[src/rtl/rdt_pkg.sv]
package rdt_pkg;
  typedef enum logic [2:0] {
    ST_IDLE,
    ST_CLEAR,
    ST_MARK,
    ST_PROBE,
    ST_RESTORE,
    ST_DONE
  } rdt_state_e;
endpackage

[src/rtl/rdt_walker.sv]
module rdt_walker
  import rdt_pkg::*;
#(
  parameter int NREG = 8,
  parameter int DW = 8,
  parameter logic [DW-1:0] ZERO_VAL = '0,
  parameter logic [DW-1:0] ONE_VAL = '1,
  localparam int IW = (NREG > 1) ? $clog2(NREG) : 1
) (
  input  logic          clk,
  input  logic          rst,
  input  logic          start,
  input  logic          mismatch,
  output logic          launch,
  output logic          end_ok,
  output logic          end_bad,
  output logic [IW-1:0] tgt,
  output logic          wr_en,
  output logic [IW-1:0] wr_addr,
  output logic [DW-1:0] wr_data,
  output logic          rd_issue,
  output logic [IW-1:0] rd_addr,
  output logic [DW-1:0] rd_expect
);
  localparam logic [IW-1:0] LAST = IW'(NREG - 1);

  rdt_state_e    state_q;
  logic [IW-1:0] tgt_q;
  logic [IW-1:0] step_q;
  logic [IW:0]   sum;
  logic [IW-1:0] probe_idx;
  logic          busy;

  always_comb begin
    sum = {1'b0, tgt_q} + {1'b0, step_q};
    if (sum >= (IW+1)'(NREG)) probe_idx = IW'(sum - (IW+1)'(NREG));
    else probe_idx = sum[IW-1:0];
  end

  assign busy   = (state_q == ST_CLEAR) || (state_q == ST_MARK) ||
                  (state_q == ST_PROBE) || (state_q == ST_RESTORE);
  assign launch = start && ((state_q == ST_IDLE) || (state_q == ST_DONE));
  assign end_bad = busy && mismatch;
  assign end_ok  = (state_q == ST_RESTORE) && (tgt_q == LAST) && !mismatch;
  assign tgt     = tgt_q;

  assign wr_en     = (state_q == ST_CLEAR) || (state_q == ST_MARK) || (state_q == ST_RESTORE);
  assign wr_addr   = (state_q == ST_CLEAR) ? step_q : tgt_q;
  assign wr_data   = (state_q == ST_MARK) ? ONE_VAL : ZERO_VAL;
  assign rd_issue  = (state_q == ST_PROBE);
  assign rd_addr   = probe_idx;
  assign rd_expect = (step_q == '0) ? ONE_VAL : ZERO_VAL;

  always_ff @(posedge clk) begin
    if (rst) begin
      state_q <= ST_IDLE;
      tgt_q   <= '0;
      step_q  <= '0;
    end else begin
      case (state_q)
        ST_IDLE, ST_DONE: begin
          if (start) begin
            state_q <= ST_CLEAR;
            step_q  <= '0;
            tgt_q   <= '0;
          end
        end
        ST_CLEAR: begin
          if (step_q == LAST) begin
            state_q <= ST_MARK;
            step_q  <= '0;
            tgt_q   <= '0;
          end else begin
            step_q <= step_q + 1'b1;
          end
        end
        ST_MARK: begin
          state_q <= ST_PROBE;
          step_q  <= '0;
        end
        ST_PROBE: begin
          if (mismatch) state_q <= ST_DONE;
          else if (step_q == LAST) state_q <= ST_RESTORE;
          else step_q <= step_q + 1'b1;
        end
        ST_RESTORE: begin
          if (mismatch || (tgt_q == LAST)) begin
            state_q <= ST_DONE;
          end else begin
            tgt_q   <= tgt_q + 1'b1;
            state_q <= ST_MARK;
          end
        end
        default: state_q <= ST_IDLE;
      endcase
    end
  end


  start_ignored_chk: assert property (@(posedge clk) disable iff (rst)
    (state_q == ST_PROBE) && start && !mismatch |=> state_q != ST_CLEAR);


  restore_advance_chk: assert property (@(posedge clk) disable iff (rst)
    (state_q == ST_RESTORE) && !mismatch && (tgt_q != LAST)
      |=> (state_q == ST_MARK) && (tgt_q == IW'($past(tgt_q) + 1'b1)));
endmodule

[src/rtl/rdt_compare.sv]
module rdt_compare #(
  parameter int NREG = 8,
  parameter int DW = 8,
  localparam int IW = (NREG > 1) ? $clog2(NREG) : 1
) (
  input  logic          clk,
  input  logic          rst,
  input  logic          issue,
  input  logic [IW-1:0] issue_idx,
  input  logic [DW-1:0] issue_exp,
  input  logic [DW-1:0] rdata,
  output logic          mismatch,
  output logic [IW-1:0] miss_src,
  output logic [DW-1:0] miss_data
);
  logic          vld_q;
  logic [IW-1:0] src_q;
  logic [DW-1:0] exp_q;

  always_ff @(posedge clk) begin
    if (rst) begin
      vld_q <= 1'b0;
      src_q <= '0;
      exp_q <= '0;
    end else begin
      vld_q <= issue && !mismatch;
      src_q <= issue_idx;
      exp_q <= issue_exp;
    end
  end

  assign mismatch  = vld_q && (rdata != exp_q);
  assign miss_src  = src_q;
  assign miss_data = rdata;


  cmp_follows_issue_chk: assert property (@(posedge clk) disable iff (rst)
    mismatch |-> $past(issue));
endmodule

[src/rtl/rdt_verdict.sv]
module rdt_verdict #(
  parameter int NREG = 8,
  parameter int DW = 8,
  localparam int IW = (NREG > 1) ? $clog2(NREG) : 1
) (
  input  logic          clk,
  input  logic          rst,
  input  logic          launch,
  input  logic          end_ok,
  input  logic          end_bad,
  input  logic [IW-1:0] tgt,
  input  logic [IW-1:0] src,
  input  logic [DW-1:0] data,
  output logic          done,
  output logic          pass,
  output logic          fail,
  output logic [IW-1:0] fail_target,
  output logic [IW-1:0] fail_source,
  output logic [DW-1:0] fail_data
);
  always_ff @(posedge clk) begin
    if (rst || launch) begin
      done        <= 1'b0;
      pass        <= 1'b0;
      fail        <= 1'b0;
      fail_target <= '0;
      fail_source <= '0;
      fail_data   <= '0;
    end else if (end_bad) begin
      done        <= 1'b1;
      fail        <= 1'b1;
      fail_target <= tgt;
      fail_source <= src;
      fail_data   <= data;
    end else if (end_ok) begin
      done <= 1'b1;
      pass <= 1'b1;
    end
  end


  verdict_excl_chk: assert property (@(posedge clk) disable iff (rst)
    done |-> (pass ^ fail));


  verdict_hold_chk: assert property (@(posedge clk) disable iff (rst)
    done && !launch |=> done && $stable(fail) && $stable(fail_source));


  idle_quiet_chk: assert property (@(posedge clk) disable iff (rst)
    !done |-> !pass && !fail);
endmodule

[src/rtl/regdec_tester.sv]
module regdec_tester #(
  parameter int NREG = 8,
  parameter int DW = 8,
  parameter logic [DW-1:0] ZERO_VAL = '0,
  parameter logic [DW-1:0] ONE_VAL = '1,
  localparam int IW = (NREG > 1) ? $clog2(NREG) : 1
) (
  input  logic          clk,
  input  logic          rst,
  input  logic          start,
  output logic          done,
  output logic          pass,
  output logic          fail,
  output logic [IW-1:0] fail_target,
  output logic [IW-1:0] fail_source,
  output logic [DW-1:0] fail_data,
  output logic          rf_we,
  output logic [IW-1:0] rf_waddr,
  output logic [DW-1:0] rf_wdata,
  output logic [IW-1:0] rf_raddr,
  input  logic [DW-1:0] rf_rdata
);
  logic          launch, end_ok, end_bad, mismatch, rd_issue;
  logic [IW-1:0] tgt, miss_src;
  logic [DW-1:0] rd_expect, miss_data;

  rdt_walker #(.NREG(NREG), .DW(DW), .ZERO_VAL(ZERO_VAL), .ONE_VAL(ONE_VAL)) u_walk (
    .clk(clk), .rst(rst), .start(start), .mismatch(mismatch),
    .launch(launch), .end_ok(end_ok), .end_bad(end_bad), .tgt(tgt),
    .wr_en(rf_we), .wr_addr(rf_waddr), .wr_data(rf_wdata),
    .rd_issue(rd_issue), .rd_addr(rf_raddr), .rd_expect(rd_expect)
  );

  rdt_compare #(.NREG(NREG), .DW(DW)) u_cmp (
    .clk(clk), .rst(rst), .issue(rd_issue), .issue_idx(rf_raddr),
    .issue_exp(rd_expect), .rdata(rf_rdata), .mismatch(mismatch),
    .miss_src(miss_src), .miss_data(miss_data)
  );

  rdt_verdict #(.NREG(NREG), .DW(DW)) u_verd (
    .clk(clk), .rst(rst), .launch(launch), .end_ok(end_ok), .end_bad(end_bad),
    .tgt(tgt), .src(miss_src), .data(miss_data),
    .done(done), .pass(pass), .fail(fail), .fail_target(fail_target),
    .fail_source(fail_source), .fail_data(fail_data)
  );


  wdata_legal_chk: assert property (@(posedge clk) disable iff (rst)
    rf_we |-> (rf_wdata == ZERO_VAL) || (rf_wdata == ONE_VAL));


  no_write_when_done_chk: assert property (@(posedge clk) disable iff (rst)
    done |-> !rf_we);
endmodule

[config.mk]
export PLATFORM = sky130hd
export DESIGN_NAME = regdec_tester
export DESIGN_NICKNAME = d
export VERILOG_FILES = /design/src/rtl/rdt_pkg.sv /design/src/rtl/rdt_walker.sv /design/src/rtl/rdt_compare.sv /design/src/rtl/rdt_verdict.sv /design/src/rtl/regdec_tester.sv
export SDC_FILE = /design/constraint.sdc
export NUM_CORES = 1
export LEC_CHECK = 0
export BUFFER_PORTS_ARGS = -buffer_cell sky130_fd_sc_hd__buf_4
export CORE_MARGIN = 3
export CORE_UTILIZATION = 55
export CTS_BUF_LIST = sky130_fd_sc_hd__clkbuf_16
export CTS_CLUSTER_DIAMETER = 50
export DETAILED_ROUTE_END_ITERATION = 10
export MAX_ROUTING_LAYER = met4
export PLACE_DENSITY = 0.81
export RECOVER_POWER = 50
export SLEW_MARGIN = 5
export SYNTH_ARGS = -nofsm -noshare
export SYNTH_HDL_FRONTEND = slang
export SYNTH_HIERARCHICAL = 1
export SYNTH_SLANG_ARGS = --single-unit
[constraint.sdc]
create_clock -name clk -period 5.5 [get_ports clk]
set_input_delay 1.1 -clock clk [delete_from_list [all_inputs] [get_ports clk]]
set_output_delay 1.1 -clock clk [all_outputs]
set_load 0.1 [all_outputs]
Yosys cells after proc, flatten, opt, wreduce, memory -nomap -nowiden
Index checks and enable logic that the tools add are counted.
{"block": "totals", "ff_bits": 38, "input_bits": 11, "wordCells": 76, "out_inout_bits": 32}
{"block": "op_classes", "n_bitwise": 1, "n_eq_ne": 14, "n_mux": 20, "order_cmp": 1, "n_reduce_logical": 24, "n_addsub": 4}
{"operator": "$mux 3", "n": 13}
{"operator": "$mux 8", "n": 2}
{"operator": "$pmux 3 s5", "n": 1}
{"operator": "$eq 3x3->1 const B", "n": 4}
{"operator": "$pmux 3 s4", "n": 1}
{"operator": "$ne 2x2->1 const B", "n": 5}
{"operator": "$pmux 3 s3", "n": 1}
{"operator": "$ne 8x8->1", "n": 1}
{"operator": "$reduce_and 4->1", "n": 2}
{"operator": "$logic_or 1x1->1", "n": 7}
{"operator": "$add 3x1->3 const B", "n": 2}
{"operator": "$eq 3x2->1 const B", "n": 2}
{"operator": "$logic_and 1x1->1", "n": 6}
{"operator": "$logic_not 3->1", "n": 2}
{"operator": "$add 3x3->4", "n": 1}
{"operator": "$ge 4x4->1 const B", "n": 1}
{"operator": "$reduce_bool 4->1", "n": 1}
{"operator": "$eq 3x1->1 const B", "n": 1}
{"operator": "$ne 3x3->1 const B", "n": 1}
{"operator": "$reduce_and 3->1", "n": 1}
{"operator": "$reduce_bool 3->1", "n": 1}
{"operator": "$sub 3x1->3 const B", "n": 1}
{"operator": "$mux 1", "n": 2}
{"operator": "$reduce_and 2->1", "n": 1}
{"operator": "4 further kinds", "n": 4}

Longest topological paths before layout
Gate-level depths: netlist of run 1.
{"block": "logic_depth", "ltp_word": 7, "depth_mapped": 8}

Modules after synthesis
The synthesis of run 1 kept the hierarchy.
{"module": "rdt_walker", "n_inst": 1, "cells_per_inst": 102, "seq_area_each_um2": 180.2, "area_per_inst_um2": 835.8}
{"module": "rdt_verdict", "n_inst": 1, "cells_per_inst": 57, "seq_area_each_um2": 340.3, "area_per_inst_um2": 615.6}
{"module": "rdt_compare", "n_inst": 1, "cells_per_inst": 44, "seq_area_each_um2": 240.2, "area_per_inst_um2": 475.5}

Least setup slack after synthesis of run 1
No wires, ideal clock.
{"block": "synth_timing", "kind": "flip-flop to output port", "start": "reg u_walk.state_q[1]", "end": "out rf_we", "path_stages_with_launch": 5, "path_slack_ns": 0.431, "required_time_ns": 4.400, "n_path_buf": 1, "arrival_time_ns": 3.969, "cell_sequence": "dfxtp_1 > clkbuf_1 > inv_2 > nor3_1 > a21o_1"}
{"block": "synth_via", "elab_chain_len": 3, "elab_cells_between_ends": 5, "cone_classes": "3 x eq/ne; 2 x reduce/logical"}
{"element": "from (decl)", "line": "rdt_walker.sv:27", "text": "rdt_state_e state_q;"}
{"element": "from (signal assigned)", "line": "rdt_walker.sv:56", "text": "state_q <= ST_IDLE;"}
{"element": "from (signal assigned)", "line": "rdt_walker.sv:63", "text": "state_q <= ST_CLEAR;"}
{"element": "from (signal assigned)", "line": "rdt_walker.sv:70", "text": "state_q <= ST_MARK;"}
{"element": "$eq 3x1->1 or $eq 3x2->1 (tied branches)", "line": "rdt_walker.sv:47", "text": "assign wr_en = (state_q == ST_CLEAR) || (state_q == ST_MARK) || (state_q == ST_RESTORE);"}
{"element": "$logic_or 1x1->1", "line": "rdt_walker.sv:47"}
{"element": "$logic_or 1x1->1 *", "line": "rdt_walker.sv:47"}
{"element": "to (decl)", "line": "regdec_tester.sv:17", "text": "output logic rf_we,"}
Mark *: on every way between the ends. The rest lies on a longest branch, timed or not.

Final worst setup path of run 1
{"block": "layout_timing", "start": "in rf_rdata[1]", "end": "reg u_verd.fail_data[2]"}
{"block": "layout_via", "elab_chain_len": 3}
{"element": "from (decl)", "line": "regdec_tester.sv:21", "text": "input logic [DW-1:0] rf_rdata"}
{"element": "$ne 8x8->1", "line": "rdt_compare.sv:32", "text": "assign mismatch = vld_q && (rdata != exp_q);"}
{"element": "$logic_and 1x1->1", "line": "rdt_compare.sv:32"}
{"element": "named net mismatch", "line": "regdec_tester.sv:23", "text": "logic launch, end_ok, end_bad, mismatch, rd_issue;"}
{"element": "$logic_and 1x1->1", "line": "rdt_walker.sv:43", "text": "assign end_bad = busy && mismatch;"}
{"element": "named net end_bad", "line": "regdec_tester.sv:23"}
{"element": "to (signal assigned)", "line": "rdt_verdict.sv:34", "text": "fail_data <= data;"}
{"element": "to (decl)", "line": "rdt_verdict.sv:19", "text": "output logic [DW-1:0] fail_data"}
The timed path passes the listed nets, and every way through them passes these cells.
A chain may end at the register's enable or synchronous reset.

==> out/results.tsv, run 1 <==
metric	value	unit
Final Core Density	0.680	
count leader, synth	dfxtp_1	
Synth area leader	dfxtp_1	
crit-path max FO	17	
Syn Area/Cell	9.49	sq um
Initial DRT Pass Iterations	4	
number of routed nets with antenna violations	0	
mapped cell area	1930	sq um
routability cong.	0.888	
Fmax	283	MHz
Clock Path Buffers	2	
Worst Setup End Kind	flip-flop	
Initial Utilization	0.602	
largest net degree at the start of global routing	25	
crit path launch type	primary input	
cts repair resizes	0	
area of the core	3200	sq um
global-route wire length before repair	6500	um
Comb pwr share	0.447	
RSZ-0062 raised after global routing	no	
Post-DP HPWL	2750	um
Worst Path Required	5.63	ns
worst ir drop on vdd	0.000658	V
critical path data arrival time	3.67	ns
Placed Cells	258	
cts hold-fix bufs	0	
count of state elements after synthesis	38	
1st-iter DRT viols	33	
Routed WL	3940	um
Mapped Cells	203	
layout cell share with drive strength beyond 1	0.162	
clock network power share	0.276	
post-CTS setup buffer count	0	
Post-synth top flop	dfxtp_1	
PwrDens	598	nW/um^2
DIE WIDTH	65.2	um
gr ovfl total	0	
Worst Path Class, Setup	primary input to flip-flop	
outcome	finished, final reports clean	
fraction of registers with async set/reset	0	
vias in the first global route	1423	
Int Pwr	722	uW
initial antenna violation count	0	
Static Leak	0.000853	uW
die height	65.2	um
Max-cap violations	0	
Slew HR	0.209	
Ys Warns	6	
final period utilization	0.642	
P_sw	582	uW
pre-CTS setup slack	2.12	ns
Clock Skew	0.00277	ns
Pwr Total	1300	uW
Tot GR Track Use	0.204	
Vias/cell	5.35	
sequential share of the synthesized area	0.395	
Flop pwr share	0.276	
number of synthesized flops with an enable pin	0	
I/O Buffers	42	
synth top area cells	dfxtp_1, buf_4, mux2i_1, nor2b_1, nor2_1	
Vias	1423	
die area	4250	sq um
sw frac	0.446	
root buf cell	clkbuf_16	
io pins	43	
fin crit period	3.53	ns
final hold vios	0	
Slew @ Worst Pin	1.19	ns
final setup TNS	0	ns
DRC	0	
type of the most critical hold path	flip-flop to flip-flop	
Skew-Pair Late Insertion Delay	0.28	ns
Sink Count	38	
CTS tree	done	
Max Slew Vio Count	0	
Final setup viols	0	
Worst-path clk slew	0.05	ns
wire per inst	14.8	um
Synth Net Count	221	
Site Rows	20	
# diodes	0	
top cell type's share of synthesized area	0.395	
Non-Filler Instances	266	
most frequent cells after synthesis	dfxtp_1, buf_4, nor2_1	
cts bufs inserted	5	
Synth-to-Final Area Change	13.1	%
setup ws final	1.97	ns
# H-tree levels	2	
nets	239	
count of cell types in the netlist	44	
==> area by class of cell <==
| class | count | area, sq um |
|---|---|---|
| timing repair buffer | 42 | 240 |
| inverter | 5 | 18.8 |
| clock inverter | 3 | 63.8 |
| tap | 44 | 55.1 |
| fill | 291 | 1020 |
| multi-input combinational | 129 | 916 |
| sequential | 38 | 761 |
| clock buffer | 5 | 125 |
==> worst max-delay path: stages <==
cell      delay, ns
clkbuf_1       0.15
xor2_1         0.19
nor4_1         0.09
a21boi_0       0.78
a21boi_2       0.94
mux2i_1        0.33
nor2_1         0.08
==> per-layer routing <==
metal,track usage,up-vias,routed length (um)
met5,-,-,0
met4,0.0622,0,62
met3,0.0530,9,261
met2,0.364,51,1940
met1,0.221,662,1670
li1,-,701,-
==> through the flow <==
stage          hold WS [ns]  cell area [sq um]
2_1_floorplan         0.440               1930
3_3_place_gp          0.434               2070
3_5_place_dp          0.454               2070
4_1_cts               0.463               2260
5_1_grt               0.506               2180
6_report              0.462               2180
==> logic make-up after synthesis <==
kind of cell	Yosys count	share of synthesized area
compound gates	27	0.0890
xor+xnor	11	0.0500
fa+ha+maj	7	0.0494
buf+inv	36	0.129
flops	38	0.395
mux	19	0.102
simple gates	65	0.186
==> power groups by stage <==
| stage | Combinational, uW | Sequential, uW | Clock [uW] |
|---|---|---|---|
| 2_1_floorplan | 566 | 355 | 0 |
| 3_3_place_gp | 578 | 361 | 0 |
| 3_5_place_dp | 587 | 365 | 0 |
| 4_1_cts | 592 | 360 | 365 |
| 5_1_grt | 614 | 367 | 378 |
| 6_report | 583 | 361 | 360 |
==> state kept, by name (all words and copies together), names as in the netlist <==
register	cells
u_verd/pass	1
u_verd/fail_target	3
u_walk/state_q	3
u_verd/fail_data	8
u_verd/done	1
u_verd/fail	1
u_walk/step_q	3
u_cmp/miss_src	3
u_cmp/vld_q	1
u_walk/tgt	3
u_verd/fail_source	3
u_cmp/exp_q	8
==> path summary, 6_finish.rpt <==
| path | start | end | slack [ns] | cells after the start |
|---|---|---|---|---|
| worst max-delay path | rf_rdata[1] | u_verd/fail_data[2] | 1.97 | 7 |
| worst min-delay path | u_verd/pass | u_verd/pass | 0.46 | 2 |
| worst max register to register | u_cmp/exp_q[3] | u_verd/fail_data[2] | 2.61 | 6 |
| worst min register to register | u_verd/pass | u_verd/pass | 0.46 | 2 |
==> placed cells by master, fill, tap and decap left out, types with 5 or more instances in the layout <==
cell type,synthesis,layout
mux2i_1,17,17
clkbuf_1,4,20
nor2_1,21,21
dfxtp_1,38,38
ha_1,6,6
clkbuf_16,0,5
nor2b_1,14,14
a21oi_1,7,7
xor2_1,9,9
buf_4,23,22
nor3_1,6,6
No activity file was read; power rests on OpenSTA's default activity.
==> run 2: changes to the inputs <==
- ABC_AREA: default -> 1
- PLACE_DENSITY: 0.81 -> 0.8
- clock period: 5.5 -> 3.6 ns (I/O delays scaled with it)
==> run 2 against run 1 <==
Net effect:
- sequential share of layout area fell by 2.1 points
- worst setup slack got worse by 1.0 ns
- first-iteration DRC count rose to 3.1 times the previous value
- die area rose by 7.5%
- cell count rose by 33%
- hold slack got worse by 0.015 ns
==> out/results.tsv, run 2 <==
metric	value	unit
outcome	finished, final reports clean	
fin crit period	2.65	ns
crit path launch type	primary input	
Skew-Pair Late Insertion Delay	0.27	ns
synth top area cells	dfxtp_1, nand2_1, buf_4, inv_1, nor2_1	
# H-tree levels	2	
number of synthesized flops with an enable pin	0	
global-route wire length before repair	6910	um
Slew @ Worst Pin	1.18	ns
1st-iter DRT viols	103	
Site Rows	21	
cts hold-fix bufs	0	
fraction of registers with async set/reset	0	
area of the core	3490	sq um
sequential share of the synthesized area	0.365	
vias in the first global route	1593	
Tot GR Track Use	0.203	
# diodes	0	
DIE WIDTH	67.6	um
Initial Utilization	0.597	
number of routed nets with antenna violations	0	
Slew HR	0.220	
hold depth	2	
Post-DP HPWL	2970	um
Clock Path Buffers	2	
Synth area leader	dfxtp_1	
fillers	346	
Routed WL	4100	um
post-CTS setup buffer count	0	
count of cell types in the netlist	27	
type of the most critical hold path	flip-flop to flip-flop	
Post-synth top flop	dfxtp_1	
cts bufs inserted	5	
worst r2r path cells	12	
Max-cap violations	0	
RSZ-0062 raised after global routing	no	
root buf cell	clkbuf_16	
Initial DRT Pass Iterations	4	
Fmax	378	MHz
layout cell share with drive strength beyond 1	0.189	
Vias	1705	
Synth-to-Final Area Change	11.2	%
Final setup viols	0	
most frequent cells after synthesis	nand2_1, inv_1, dfxtp_1	
Mapped Cells	285	
die height	67.6	um
initial antenna violation count	0	
Worst-path clk slew	0.05	ns
top flop regs	u_cmp/exp_q (8), u_verd/fail_data (8)	
Worst Setup End Kind	flip-flop	
count of state elements after synthesis	38	
final hold vios	0	
Sink Count	38	
Ys Warns	6	
largest net degree at the start of global routing	18	
Clock Skew	0.00229	ns
wire per inst	11.6	um
Max Slew Vio Count	0	
mapped cell area	2090	sq um
nets	325	
crit-path max FO	17	
top cell type's share of synthesized area	0.365	
final period utilization	0.735	
pre-CTS setup slack	1.24	ns
final setup TNS	0	ns
critical path data arrival time	2.79	ns
cts repair resizes	0	
DRC	0	
most frequent cells in the layout	nand2_1, inv_1, dfxtp_1	
Syn Area/Cell	7.32	sq um
commonest non-fill, non-tap cell in the layout	nand2_1	
CTS tree	done	
gr ovfl total	0	
count leader, synth	nand2_1	
setup ws final	0.954	ns
Vias/cell	4.83	
I/O Buffers	42	
die area	4570	sq um
Worst Path Class, Setup	primary input to flip-flop	
Worst Path Required	3.74	ns
io pins	43	
Synth Net Count	303	
routability cong.	0.887	
## run 2: cell type report
| cell class | count | area (sq um) | share of cell area |
|---|---|---|---|
| sequential | 38 | 761 | 0.328 |
| inverter | 47 | 181 | 0.0782 |
| tap | 46 | 57.6 | 0.0248 |
| clock buffer | 5 | 125 | 0.0539 |
| clock inverter | 2 | 33.8 | 0.0146 |
| timing repair buffer | 43 | 248 | 0.107 |
| multi-input combinational | 172 | 915 | 0.394 |
## run 2: per-layer routing
layer / up-vias / share of wire / GRT usage
met5: - / 0 / -
met4: 0 / 0.0046 / 0.0456
met3: 2 / 0.062 / 0.0516
met2: 45 / 0.49 / 0.355
met1: 770 / 0.44 / 0.232
li1: 888 / - / -
## run 2: worst paths after layout
kind                      from               endpoint  slack (ns)
min          u_cmp/miss_src[0]  u_verd/fail_source[0]        0.45
max reg2reg     u_cmp/exp_q[5]    u_verd/fail_data[3]        1.20
min reg2reg  u_cmp/miss_src[0]  u_verd/fail_source[0]        0.45
max                rf_rdata[6]    u_verd/fail_data[3]        0.95
## run 2: critical path, stage by stage
cell and delay (ns):
buf_4 0.12, xnor2_1 0.11, nand2_1 0.08, nor2_1 0.05, a21boi_0 0.31, inv_1 0.13, a21oi_1 0.13, clkbuf_1 0.61
clkinv_4 0.26, nand2_1 0.17, a21oi_2 0.07
## run 2: kinds of logic (layout without fill, tap and decap cells)
group | Yosys count | after routing | synth area share
and+or+nand+nor | 125 | 125 | 0.258
buffers and inverters | 75 | 97 | 0.192
DFF | 38 | 38 | 0.365
AOI/OAI and AO/OA | 33 | 33 | 0.110
adders and majority gates | 7 | 7 | 0.0456
xor gates and xnor gates | 7 | 7 | 0.0294
## run 2: metrics by stage
step / instances / instance area (sq um) / hold WS [ns] / utilization
6_report: 353 / 2320 / 0.447 / 0.664
5_1_grt: 353 / 2320 / 0.468 / 0.664
4_1_cts: 353 / 2410 / 0.447 / 0.689
3_5_place_dp: 346 / 2250 / 0.435 / 0.643
3_3_place_gp: 346 / 2250 / 0.429 / 0.643
2_1_floorplan: 285 / 2090 / 0.415 / -
Power of run 2 is not shown: default switching activity piles up to over one toggle a cycle in this logic, so the estimate is an artifact.
